--- src/rtl/irqf_pkg.sv ---
`timescale 1ns/1ps
package irqf_pkg;
  localparam int REG_W    = 8;
  localparam int BIT_HALL = 6;
  localparam int BIT_BUS  = 5;
  localparam int BIT_TEMP = 4;
  localparam int BIT_UV   = 3;
  localparam int BIT_OV   = 2;
  localparam int BIT_OC   = 1;
  localparam int NUM_FLAGS = BIT_HALL - BIT_OC + 1;
  localparam int NUM_STICKY = NUM_FLAGS - 1;
endpackage

--- src/rtl/irqf_rst_sync.sv ---
`timescale 1ns/1ps
module irqf_rst_sync #(
  parameter int STAGES = 2
) (
  input  logic clk,
  input  logic rst_n,
  output logic rst_sync_n
);
  logic [STAGES-1:0] chain_q;
  logic [STAGES-1:0] chain_d;

  always_comb begin
    chain_d = {chain_q[STAGES-2:0], 1'b1};
  end

  always_ff @(posedge clk or negedge rst_n) begin
    if (!rst_n) chain_q <= '0;
    else        chain_q <= chain_d;
  end

  assign rst_sync_n = chain_q[STAGES-1];
endmodule

--- src/rtl/irqf_sticky.sv ---
`timescale 1ns/1ps
module irqf_sticky #(
  parameter int W = 1
) (
  input  logic         clk,
  input  logic         rst_n,
  input  logic [W-1:0] set_i,
  input  logic [W-1:0] clr_i,
  output logic [W-1:0] q_o
);
  logic [W-1:0] q;
  logic [W-1:0] q_nxt;
  logic         upd_en;

  always_comb begin
    q_nxt  = set_i | (q & ~clr_i);
    upd_en = |(set_i | clr_i);
  end

  always_ff @(posedge clk or negedge rst_n) begin
    if (!rst_n)      q <= '0;
    else if (upd_en) q <= q_nxt;
  end

  assign q_o = q;

  for (genvar i = 0; i < W; i++) begin : g_chk
    assert_set_wins_R10 : assert property (@(posedge clk) disable iff (!rst_n)
      set_i[i] |=> q_o[i]);
  end
endmodule

--- src/rtl/irqf_detect.sv ---
`timescale 1ns/1ps
module irqf_detect #(
  parameter int HALL_N = 3
) (
  input  logic              clk,
  input  logic              rst_n,
  input  logic              stop_mode,
  input  logic              wake_en,
  input  logic [HALL_N-1:0] hall_en,
  input  logic [HALL_N-1:0] hall_in,
  input  logic              bus_rx,
  output logic              hall_evt,
  output logic              bus_fall
);
  logic [HALL_N-1:0] hall_q;
  logic              bus_q;
  logic              run_evt;
  logic              stop_evt;

  always_comb begin
    run_evt  = |((hall_in ^ hall_q) & hall_en);
    stop_evt = wake_en & (|(hall_in & hall_en));
    hall_evt = stop_mode ? stop_evt : run_evt;
    bus_fall = bus_q & ~bus_rx;
  end

  always_ff @(posedge clk or negedge rst_n) begin
    if (!rst_n) begin
      hall_q <= '0;
      bus_q  <= 1'b1;
    end else begin
      hall_q <= hall_in;
      bus_q  <= bus_rx;
    end
  end

  assert_stop_gate_R6 : assert property (@(posedge clk) disable iff (!rst_n)
    (stop_mode && !wake_en) |-> !hall_evt);
  assert_run_masked_R5 : assert property (@(posedge clk) disable iff (!rst_n)
    (!stop_mode && hall_en == '0) |-> !hall_evt);
endmodule

--- src/rtl/sticky_irq_flags.sv ---
`timescale 1ns/1ps
module sticky_irq_flags
  import irqf_pkg::*;
#(
  parameter int HALL_N = 3,
  parameter int OC_N   = 3
) (
  input  logic              clk,
  input  logic              rst_n,
  input  logic              stop_mode,
  input  logic              wake_en,
  input  logic [HALL_N-1:0] hall_en,
  input  logic [HALL_N-1:0] hall_in,
  input  logic              bus_rx,
  input  logic              temp_hi,
  input  logic              volt_lo,
  input  logic              volt_hi,
  input  logic [OC_N-1:0]   oc_evt,
  input  logic              oc_clr_we,
  input  logic [OC_N-1:0]   oc_clr_data,
  output logic [OC_N-1:0]   oc_flags,
  input  logic              reg_we,
  input  logic [REG_W-1:0]  reg_wdata,
  output logic [REG_W-1:0]  reg_rdata,
  input  logic [NUM_FLAGS-1:0] irq_mask,
  output logic              irq
);
  logic rst_i;
  logic hall_evt;
  logic bus_fall;
  logic [NUM_STICKY-1:0] st_set;
  logic [NUM_STICKY-1:0] st_clr;
  logic [NUM_STICKY-1:0] st_q;
  logic [NUM_STICKY-1:0] st_cond;
  logic [NUM_STICKY-1:0] w1c;
  logic [OC_N-1:0]       oc_clr;
  logic [NUM_FLAGS-1:0]  flag_vec;

  irqf_rst_sync #(.STAGES(2)) u_rst (
    .clk(clk), .rst_n(rst_n), .rst_sync_n(rst_i));

  irqf_detect #(.HALL_N(HALL_N)) u_det (
    .clk(clk), .rst_n(rst_i), .stop_mode(stop_mode), .wake_en(wake_en),
    .hall_en(hall_en), .hall_in(hall_in), .bus_rx(bus_rx),
    .hall_evt(hall_evt), .bus_fall(bus_fall));

  // sticky vector order, MSB first: hall, bus, temp, uv, ov
  always_comb begin
    st_set  = {hall_evt, bus_fall, temp_hi, volt_lo, volt_hi};
    st_cond = {2'b00, temp_hi, volt_lo, volt_hi};
    w1c     = reg_we ? reg_wdata[BIT_HALL:BIT_OV] : '0;
    st_clr  = w1c & ~st_cond;
    oc_clr  = oc_clr_we ? oc_clr_data : '0;
  end

  irqf_sticky #(.W(NUM_STICKY)) u_flags (
    .clk(clk), .rst_n(rst_i), .set_i(st_set), .clr_i(st_clr), .q_o(st_q));

  irqf_sticky #(.W(OC_N)) u_ocf (
    .clk(clk), .rst_n(rst_i), .set_i(oc_evt), .clr_i(oc_clr), .q_o(oc_flags));

  always_comb begin
    flag_vec  = {st_q, |oc_flags};
    reg_rdata = {1'b0, flag_vec, 1'b0};
    irq       = |(flag_vec & irq_mask);
  end

  assert_bus_fall_R4 : assert property (@(posedge clk) disable iff (!rst_i)
    $fell(bus_rx) |=> reg_rdata[BIT_BUS]);
  assert_w1c_R3 : assert property (@(posedge clk) disable iff (!rst_i)
    (reg_we && reg_wdata[BIT_BUS] && !bus_fall) |=> !reg_rdata[BIT_BUS]);
  assert_level_hold_R7 : assert property (@(posedge clk) disable iff (!rst_i)
    (temp_hi || volt_lo || volt_hi) |=>
      ((reg_rdata[BIT_TEMP] || !$past(temp_hi)) &&
       (reg_rdata[BIT_UV]   || !$past(volt_lo)) &&
       (reg_rdata[BIT_OV]   || !$past(volt_hi))));
  assert_ocf_or_R8 : assert property (@(posedge clk) disable iff (!rst_i)
    reg_rdata[BIT_OC] == (oc_flags != '0));
  assert_ro_bit_R8 : assert property (@(posedge clk) disable iff (!rst_i)
    (reg_we && reg_wdata[BIT_OC] && !oc_clr_we && oc_evt == '0) |=> $stable(reg_rdata[BIT_OC]));
  assert_reserved_R2 : assert property (@(posedge clk) disable iff (!rst_i)
    (reg_we && (reg_wdata[REG_W-1] || reg_wdata[0])) |=> (!reg_rdata[REG_W-1] && !reg_rdata[0]));
endmodule

--- config.mk ---
export PLATFORM = sky130hd
export DESIGN_NAME = sticky_irq_flags
export DESIGN_NICKNAME = d
export VERILOG_FILES = /design/src/rtl/irqf_pkg.sv /design/src/rtl/irqf_rst_sync.sv /design/src/rtl/irqf_sticky.sv /design/src/rtl/irqf_detect.sv /design/src/rtl/sticky_irq_flags.sv
export SDC_FILE = /design/constraint.sdc
export NUM_CORES = 1
export LEC_CHECK = 0
export ABC_CLOCK_PERIOD_IN_PS = 1210
export BUFFER_PORTS_ARGS = -buffer_cell sky130_fd_sc_hd__buf_2
export CAP_MARGIN = 20
export CORE_MARGIN = 1.5
export CORE_UTILIZATION = 36
export DETAILED_ROUTE_END_ITERATION = 12
export HOLD_SLACK_MARGIN = 0.03
export PLACE_DENSITY = 0.87
export SLEW_MARGIN = 25
export SYNTH_ARGS = -nofsm -noshare
export SYNTH_HDL_FRONTEND = slang
export SYNTH_SLANG_ARGS = --single-unit
--- constraint.sdc ---
create_clock -name clk -period 1.21 [get_ports clk]
set_input_delay 0.0605 -clock clk [delete_from_list [all_inputs] [get_ports clk]]
set_output_delay 0.0605 -clock clk [all_outputs]
set_load 0.02 [all_outputs]
# After elaboration in Yosys (flattened, before gate mapping)
# Cells that the tools add are included.
[totals]
register_bits = 14
inputBits = 36
word_cells = 31
[classes]
muxes = 3
bitwise = 17
reduce_logical = 6
[ops]
columns = ["cell", "n"]
rows = [
  ["3-bit OR reduction", 4],
  ["5-bit AND", 2],
  ["5-bit bitwise OR", 2],
  ["3-bit AND", 3],
  ["6-bit AND", 1],
  ["3-bit bitwise OR", 2],
  ["6-bit OR reduction", 1],
  ["5-bit two-way mux", 1],
  ["3-bit inverter with 5-bit output", 1],
  ["5-bit inverter", 1],
  ["5-bit OR reduction", 1],
  ["3-bit two-way mux", 1],
  ["3-bit inverter", 1],
  ["3-bit bitwise XOR", 1],
  ["1-bit AND", 2],
  ["1-bit two-way mux", 1],
  ["1-bit inverter", 1],
]

# Longest topological paths before layout
# Gate-level depths: netlist (run 1).
[depth]
depth_word = 6
ltp_mapped = 3
ltp_nobuf = 3

# By module
# Synthesis (run 1) repeated with hierarchy kept, for this count alone.
[unflattened]
cells_unflattened = 58
hier_area_um2 = 623.1
[modules_own_cells]
columns = ["mod", "instances", "cells_per_inst", "area_each_um2", "seq_area_each_um2"]
rows = [
  ["irqf_sticky (u_flags)", 1, 15, 181.4, 125.1],
  ["irqf_detect", 1, 12, 170.2, 101.3],
  ["irqf_sticky (u_ocf)", 1, 9, 108.9, 75.1],
  ["sticky_irq_flags", 1, 19, 108.9, 0.0],
  ["irqf_rst_sync", 1, 3, 53.8, 50.0],
]

# Worst setup path before layout (run 1)
# Ideal clock, no wire load.
[synth_path]
path_type = "reg-to-output"
from = "reg u_ocf.q[0], in the netlist u_ocf.q_o[0]"
to = "out irq"
arrival_time_ns = 1.119
t_required_ns = 1.150
path_slack_ns = 0.031
stages_incl_launch_ff = 4
path_buffers = 0
path_cell_list = "dfrtp_1 or3_4 nand2_2 nand3_2"
[synth_via]
elab_chain_cells = 3
[synth_rtl]
columns = ["item", "line", "source"]
rows = [
  ["start, declared", "irqf_sticky.sv:11", "logic [W-1:0] q;"],
  ["start signal, assigned", "irqf_sticky.sv:22", "else if (upd_en) q <= q_nxt;"],
  ["3-bit OR reduction", "sticky_irq_flags.sv:63", "flag_vec = {st_q, |oc_flags};"],
  ["net reg_rdata[1]", "sticky_irq_flags.sv:24", "output logic [REG_W-1:0] reg_rdata,"],
  ["6-bit AND", "sticky_irq_flags.sv:65", "irq = |(flag_vec & irq_mask);"],
  ["6-bit OR reduction", "sticky_irq_flags.sv:65", ""],
  ["end, declared", "sticky_irq_flags.sv:26", "output logic irq"],
]
# The timed path passes the listed nets, and every way through them passes these cells.

# Worst setup path in the final report (run 1)
[layout_path]
from = "reg u_ocf.q[1], in the netlist u_ocf.q_o[1]"
to = "out irq"
[layout_via]
elab_chain_cells = 3
[layout_rtl]
columns = ["item", "line"]
rows = [
  ["3-bit OR reduction", "sticky_irq_flags.sv:63"],
  ["6-bit AND", "sticky_irq_flags.sv:65"],
  ["6-bit OR reduction", "sticky_irq_flags.sv:65"],
]
# Every way passes these cells.

==> out/qor.yml, run 1 <==
fin_nets: 147
cpPeakStageDelay_ns: 0.39
end_kind: "output pin"
violations: "setup timing"
synth.area.mux_share: 0
die_h_um: 43.3
ys_seq_area_frac: 0.600
place_congestion: 0.751
max-clock-path-buffers: 2
critPathBufInv: 1
detailedPlacementHpwl_um: 1020
antenna_left: 0
slowest_stage: "dfrtp_1"
setup_viol: 2
vias_per_cell: 4.77
grt_pass1_wl_um: 2420
rsz0062_at_grt: "yes"
synth_top_cell_by_area: "dfrtp_1"
setup.worst_path.class: "flip-flop to output pin"
p_per_area_nw_per_um2: 1080
cp.required_ns: 1.15
yosys.area_share.adder: 0
synth_top_family_by_area: "compound AO/OA/AOI/OAI gates"
grt_pass1_vias: 605
grt.total_usage: 0.179
cp.arrival_ns: 1.36
cp_max_fo: 2
start_util: 0.389
fillers: 119
dieWidth_um: 43.3
dpl_cell_area_um2: 805
clk_latency_ns: 0.28
critPathTopFamily: "simple AND/OR/NAND/NOR gates"
synth-seq-cells: 14
synth_top_area_share: 0.556
fmax_mhz: 702
cts.clk_slew.worst_paths_ns: 0.09
port-buffer-count: 42
drive_gt1_frac: 0.509
synthSimpleGateAreaFrac: 0.122
clock_skew_ns: 0.000808
clock-root-buffer: "clkbuf_4"
cts_max_level: 1
synth_xor_area_frac: 0.0449
dieArea_um2: 1880
synth_area_um2: 586
routed_wl_um: 1550
drv_slew: 0
holdPathStages: 3
worst_slack_ns: -0.215
ys_warn_count: 0
p_leak_nw: 0.502
hold_path_class: "primary input to flip-flop"
postLayoutCoreUtil: 0.666
vias: 601
pin_count: 48
cp_cell_sequence: "or3_4, nand2_2, nand3_2, buf_6"
final_common_cell: "buf_2"
hold_viol_final: 0
fin_area_um2: 1000
synth.area.top_cells: "dfrtp_1, a21o_1, nand2_1, dfstp_2, xor2_1"
drt_iter0_markers: 13
outcome: "complete, but fails checks"
fp-row-count: 14
post-route-period-util: 1.18
antenna_found_initial: 0
start_kind: "flip-flop"
synthCells: 49
fin_cells: 126
n_antenna_cell: 0
timing.critical_path.depth: 4
dp.cells: 106
yosysUniqueCellTypes: 18
drc: 0
grt-ovfl-total: 0
maxCapViolCount: 0
synth_compound_area_frac: 0.188
finalCriticalPeriod_ns: 1.42
firstDrtPassIters: 5
grt_start_max_net_pins: 13
avgRoutedWirePerCell_um: 12.3
core_area_um2: 1510
numCtsBuffers: 3
area_delta_synth_final_pct: 71.4
ir_drop_v: 0.000750
cts_sinks: 14
final_cell_mix: "buf_2, dfrtp_1, dlygate4sd3_1"
syn_avg_cell_area_um2: 12.0
worstRegToRegCells: 3
cts_tree: "done"
where the power goes:
group	internal [mW]	switching, mW	leakage (nW)
Sequential	0.500	0.0280	0.150
Clock	0.183	0.157	0.0210
Combinational	0.120	0.100	0.331
through the flow:
step / power (mW) / TNS, ns / setup WS (ns) / hold slack, ns
global placement: 0.708 / 0 / 0.0865 / -0.154
floorplan: 0.624 / 0 / 0.0306 / -0.235
CTS: 1.09 / -0.387 / -0.209 / 0.0497
finish: 1.09 / -0.396 / -0.215 / 0.0526
detailed placement: 0.714 / 0 / 0.0726 / -0.154
global route: 1.14 / -0.476 / -0.256 / 0.0653
repair_timing:
item	in CTS	in global routing
gates resized for setup	4	0
hold buffers	12	0
buffers inserted	2	2
hold endpoints to repair	14	0
endpoints found under the setup margin	2	2
pin swaps	2	0
area by class of cell:
| cell class | count | area (um2) | area share |
|---|---|---|---|
| Timing Repair Buffer | 58 | 373 | 0.372 |
| Sequential cell | 14 | 352 | 0.350 |
| Multi-Input combinational cell | 33 | 219 | 0.218 |
| Clock buffer | 4 | 36.3 | 0.0362 |
| Tap cell | 16 | 20.0 | 0.0200 |
| Inverter | 1 | 3.75 | 0.00374 |
final timing paths:
kind	startpoint	end	slack [ns]
setup / recovery	u_ocf.q_o[1]$_DFFE_PN0P_	irq	-0.21
hold / removal	oc_clr_data[1]	u_ocf.q_o[1]$_DFFE_PN0P_	0.05
setup reg to reg	u_det.hall_q[2]$_DFF_PN0_	u_flags.q_o[4]$_DFFE_PN0P_	0.26
hold reg to reg	u_rst.chain_q[1]$_DFF_PN0_	u_flags.q_o[3]$_DFFE_PN0P_	0.19
max in group asynchronous	u_rst.chain_q[1]$_DFF_PN0_	u_det.bus_q$_DFF_PN1_	0.68
min in group asynchronous	rst_n	u_rst.chain_q[1]$_DFF_PN0_	0.08
worst reg2reg max path, stage by stage (launching register included):
cell and delay, ns:
dfrtp_1 0.38, xor2_1 0.16, a221oi_2 0.21, a32oi_1 0.09
cells in the mapped netlist:
library cell and instances:
a222oi_1 2, nand2_2 1, a21o_1 5, inv_1 1, a221oi_2 1, a22oi_1 2
nand3_2 1, xor2_1 3, nand2_1 10, buf_4 2, dfstp_2 1, o21ai_0 1
conb_1 2, a21o_2 1, nand2b_1 1, dfrtp_1 13, or3_4 1, a32oi_1 1
kinds of logic (layout without fill, tap and decap cells):
logic type                count (synthesis)  in the layout
other                                     2              3
xor gates and xnor gates                  3              3
buffers and inverters                     3             63
AOI/OAI and AO/OA                        13             13
DFF                                      14             14
and+or+nand+nor                          14             14
registers in the layout, summed over array words and instances, names as in the netlist:
name           flops
u_flags.q_o        5
u_det.hall_q       3
u_det.bus_q        1
u_rst.chain_q      2
u_ocf.q_o          3
routing by layer:
metal | GRT usage | routed length [um]
met5 | 0 | 0
met4 | 0.0909 | 45
met3 | 0.0250 | 86
met2 | 0.334 | 835
met1 | 0.195 | 580
Power figures use the tool's default switching activity.
==> run 2, diff against run 1 <==
- CTS_BUF_LIST: unset -> sky130_fd_sc_hd__clkbuf_16
==> run 2 against run 1 <==
Net effect:
- the run still ends with setup timing left
- fmax grew 3.9%
- via count decreased by 1.5%
- sequential power rose by 0.8%
- die area stayed put
- count of clock-buffer cells in the layout shrank 1
- register-to-register slack is essentially flat
- utilization increased by 1.8 points
- non-clock buffer count down 2
- global-route usage up 0.79 points
- highest routed layer unchanged
==> out/qor.yml, run 2 (synthesis results as in run 1) <==
dp.cells: 106  # unchanged
fp-row-count: 14  # unchanged
antenna_found_initial: 0  # unchanged
dieWidth_um: 43.3  # unchanged
p_per_area_nw_per_um2: 1320  # +22%
port-buffer-count: 42  # unchanged
hold_viol_final: 0  # unchanged
grt-ovfl-total: 0  # unchanged
dieArea_um2: 1880  # unchanged
drt_iter0_markers: 15  # +2
ir_drop_v: 0.000858  # +14%
core_area_um2: 1510  # unchanged
rsz0062_at_grt: "yes"
maxCapViolCount: 0  # unchanged
post-route-period-util: 1.13  # -0.0445
drv_slew: 0  # unchanged
largest_reg_flops: 5  # unchanged
setup.worst_path.class: "flip-flop to output pin"
max-clock-path-buffers: 2  # unchanged
antenna_left: 0  # unchanged
fin_cells: 124  # -1.6%
firstDrtPassIters: 4  # -1
final_common_cell: "buf_2"
p_leak_nw: 0.512  # +1.9%
fmax_mhz: 730  # +3.9%
vias: 592  # -1.5%
cp_max_fo: 2  # unchanged
postLayoutCoreUtil: 0.684  # +0.0183
hold_path_class: "primary input to flip-flop"
numCtsBuffers: 3  # unchanged
place_congestion: 0.751  # unchanged
die_h_um: 43.3  # unchanged
dp_slack_ns: 0.0726  # unchanged
design_power_total_mw: 1.37  # +25%
pin_count: 48  # unchanged
grt_pass1_wl_um: 2500  # +3.1%
cts_tree: "done"
vias_per_cell: 4.77  # about the same
outcome: "complete, but fails checks"
grt.total_usage: 0.187  # +0.00789
finalCriticalPeriod_ns: 1.37  # -0.0539 ns
cp.required_ns: 1.15  # about the same
fin_nets: 145  # -1.4%
end_kind: "output pin"
clk_latency_ns: 0.24  # -0.04 ns
cts_sinks: 14  # unchanged
start_util: 0.389  # unchanged
cts.clk_slew.worst_paths_ns: 0.05  # -0.04 ns
area_delta_synth_final_pct: 76.1
clock-root-buffer: "clkbuf_16"
violations: "setup timing"
grt_pass1_vias: 639  # +5.6%
cp.arrival_ns: 1.31  # -0.05 ns
start_kind: "flip-flop"
drc: 0  # unchanged
cts_max_level: 1  # unchanged
grt_start_max_net_pins: 13  # unchanged
final_cell_mix: "buf_2, dfrtp_1, dlygate4sd3_1"
setup_viol: 2  # unchanged
routed_wl_um: 1540  # -0.65%
worst_slack_ns: -0.161  # +0.0539 ns
n_antenna_cell: 0  # unchanged
clock_skew_ns: 0.00148  # +0.000673 ns
detailedPlacementHpwl_um: 1020  # unchanged
drive_gt1_frac: 0.500  # -0.00909
avgRoutedWirePerCell_um: 12.4  # +0.96%
[run 2: cell count changes in the layout (fill, tap and decap cells not counted)]
cell	before	now
clkbuf_4	3	0
dlygate4sd3_1	12	11
clkbuf_8	1	0
buf_2	40	39
clkbuf_16	0	3
clkinv_1	0	1
[run 2: layout make-up]
cell class	instances	area, um2
inverters	1	3.75
fillers	116	475
clock buffers	3	75.1
well taps	16	20.0
flip-flops and latches	14	352
multi-input cells	33	219
clock inverters	1	3.75
repair buffers	56	358
[run 2: worst max-delay path: stages, from the launching register on]
cell,delay (ns)
dfrtp_1,0.38
or3_4,0.39
nand2_2,0.07
nand3_2,0.08
buf_6,0.15
[run 2: stage by stage]
stage	TNS [ns]	hold WS, ns	cell area [um2]
after global routing	-0.353	0.0623	1030
after floorplan	0	-0.235	589
after global placement	0	-0.154	805
after CTS	-0.267	0.0474	1020
final	-0.289	0.0494	1030
after detailed placement	0	-0.154	805
[run 2: what timing repair did]
item                       4_1_cts  5_1_grt
setup endpoints to repair        2        3
setup buffers                    2        2
hold buffers                    11        0
hold endpoints to repair        13        0
pin swaps                        2        1
gates resized for setup          4        0
[run 2: final timing paths]
path	from	endpoint	slack (ns)	cells past startpoint
min in group asynchronous	rst_n	u_rst.chain_q[1]$_DFF_PN0_	0.13	2
hold reg to reg	u_rst.chain_q[1]$_DFF_PN0_	u_flags.q_o[3]$_DFFE_PN0P_	0.19	0
setup / recovery	u_ocf.q_o[1]$_DFFE_PN0P_	irq	-0.16	4
max in group asynchronous	u_rst.chain_q[1]$_DFF_PN0_	u_det.bus_q$_DFF_PN1_	0.67	0
hold / removal	stop_mode	u_flags.q_o[4]$_DFFE_PN0P_	0.05	2
setup reg to reg	u_det.hall_q[2]$_DFF_PN0_	u_flags.q_o[4]$_DFFE_PN0P_	0.27	3
[run 2: where the power goes]
part	leakage, nW	switching, mW	total, mW	internal (mW)
registers	0.150	0.0290	0.532	0.503
clock network	0.0385	0.182	0.619	0.436
logic	0.323	0.0985	0.215	0.117
total	0.512	0.310	1.37	1.06
[run 2: per-layer routing]
| layer | GRT usage | share of wire | vias to the layer above | routed length [um] |
|---|---|---|---|---|
| li1 | - | - | 286 | - |
| met1 | 0.189 | 0.36 | 272 | 546 |
| met2 | 0.337 | 0.57 | 30 | 873 |
| met3 | 0.0417 | 0.057 | 4 | 87 |
| met4 | 0.127 | 0.019 | 0 | 29 |
| met5 | 0 | 0 | - | 0 |
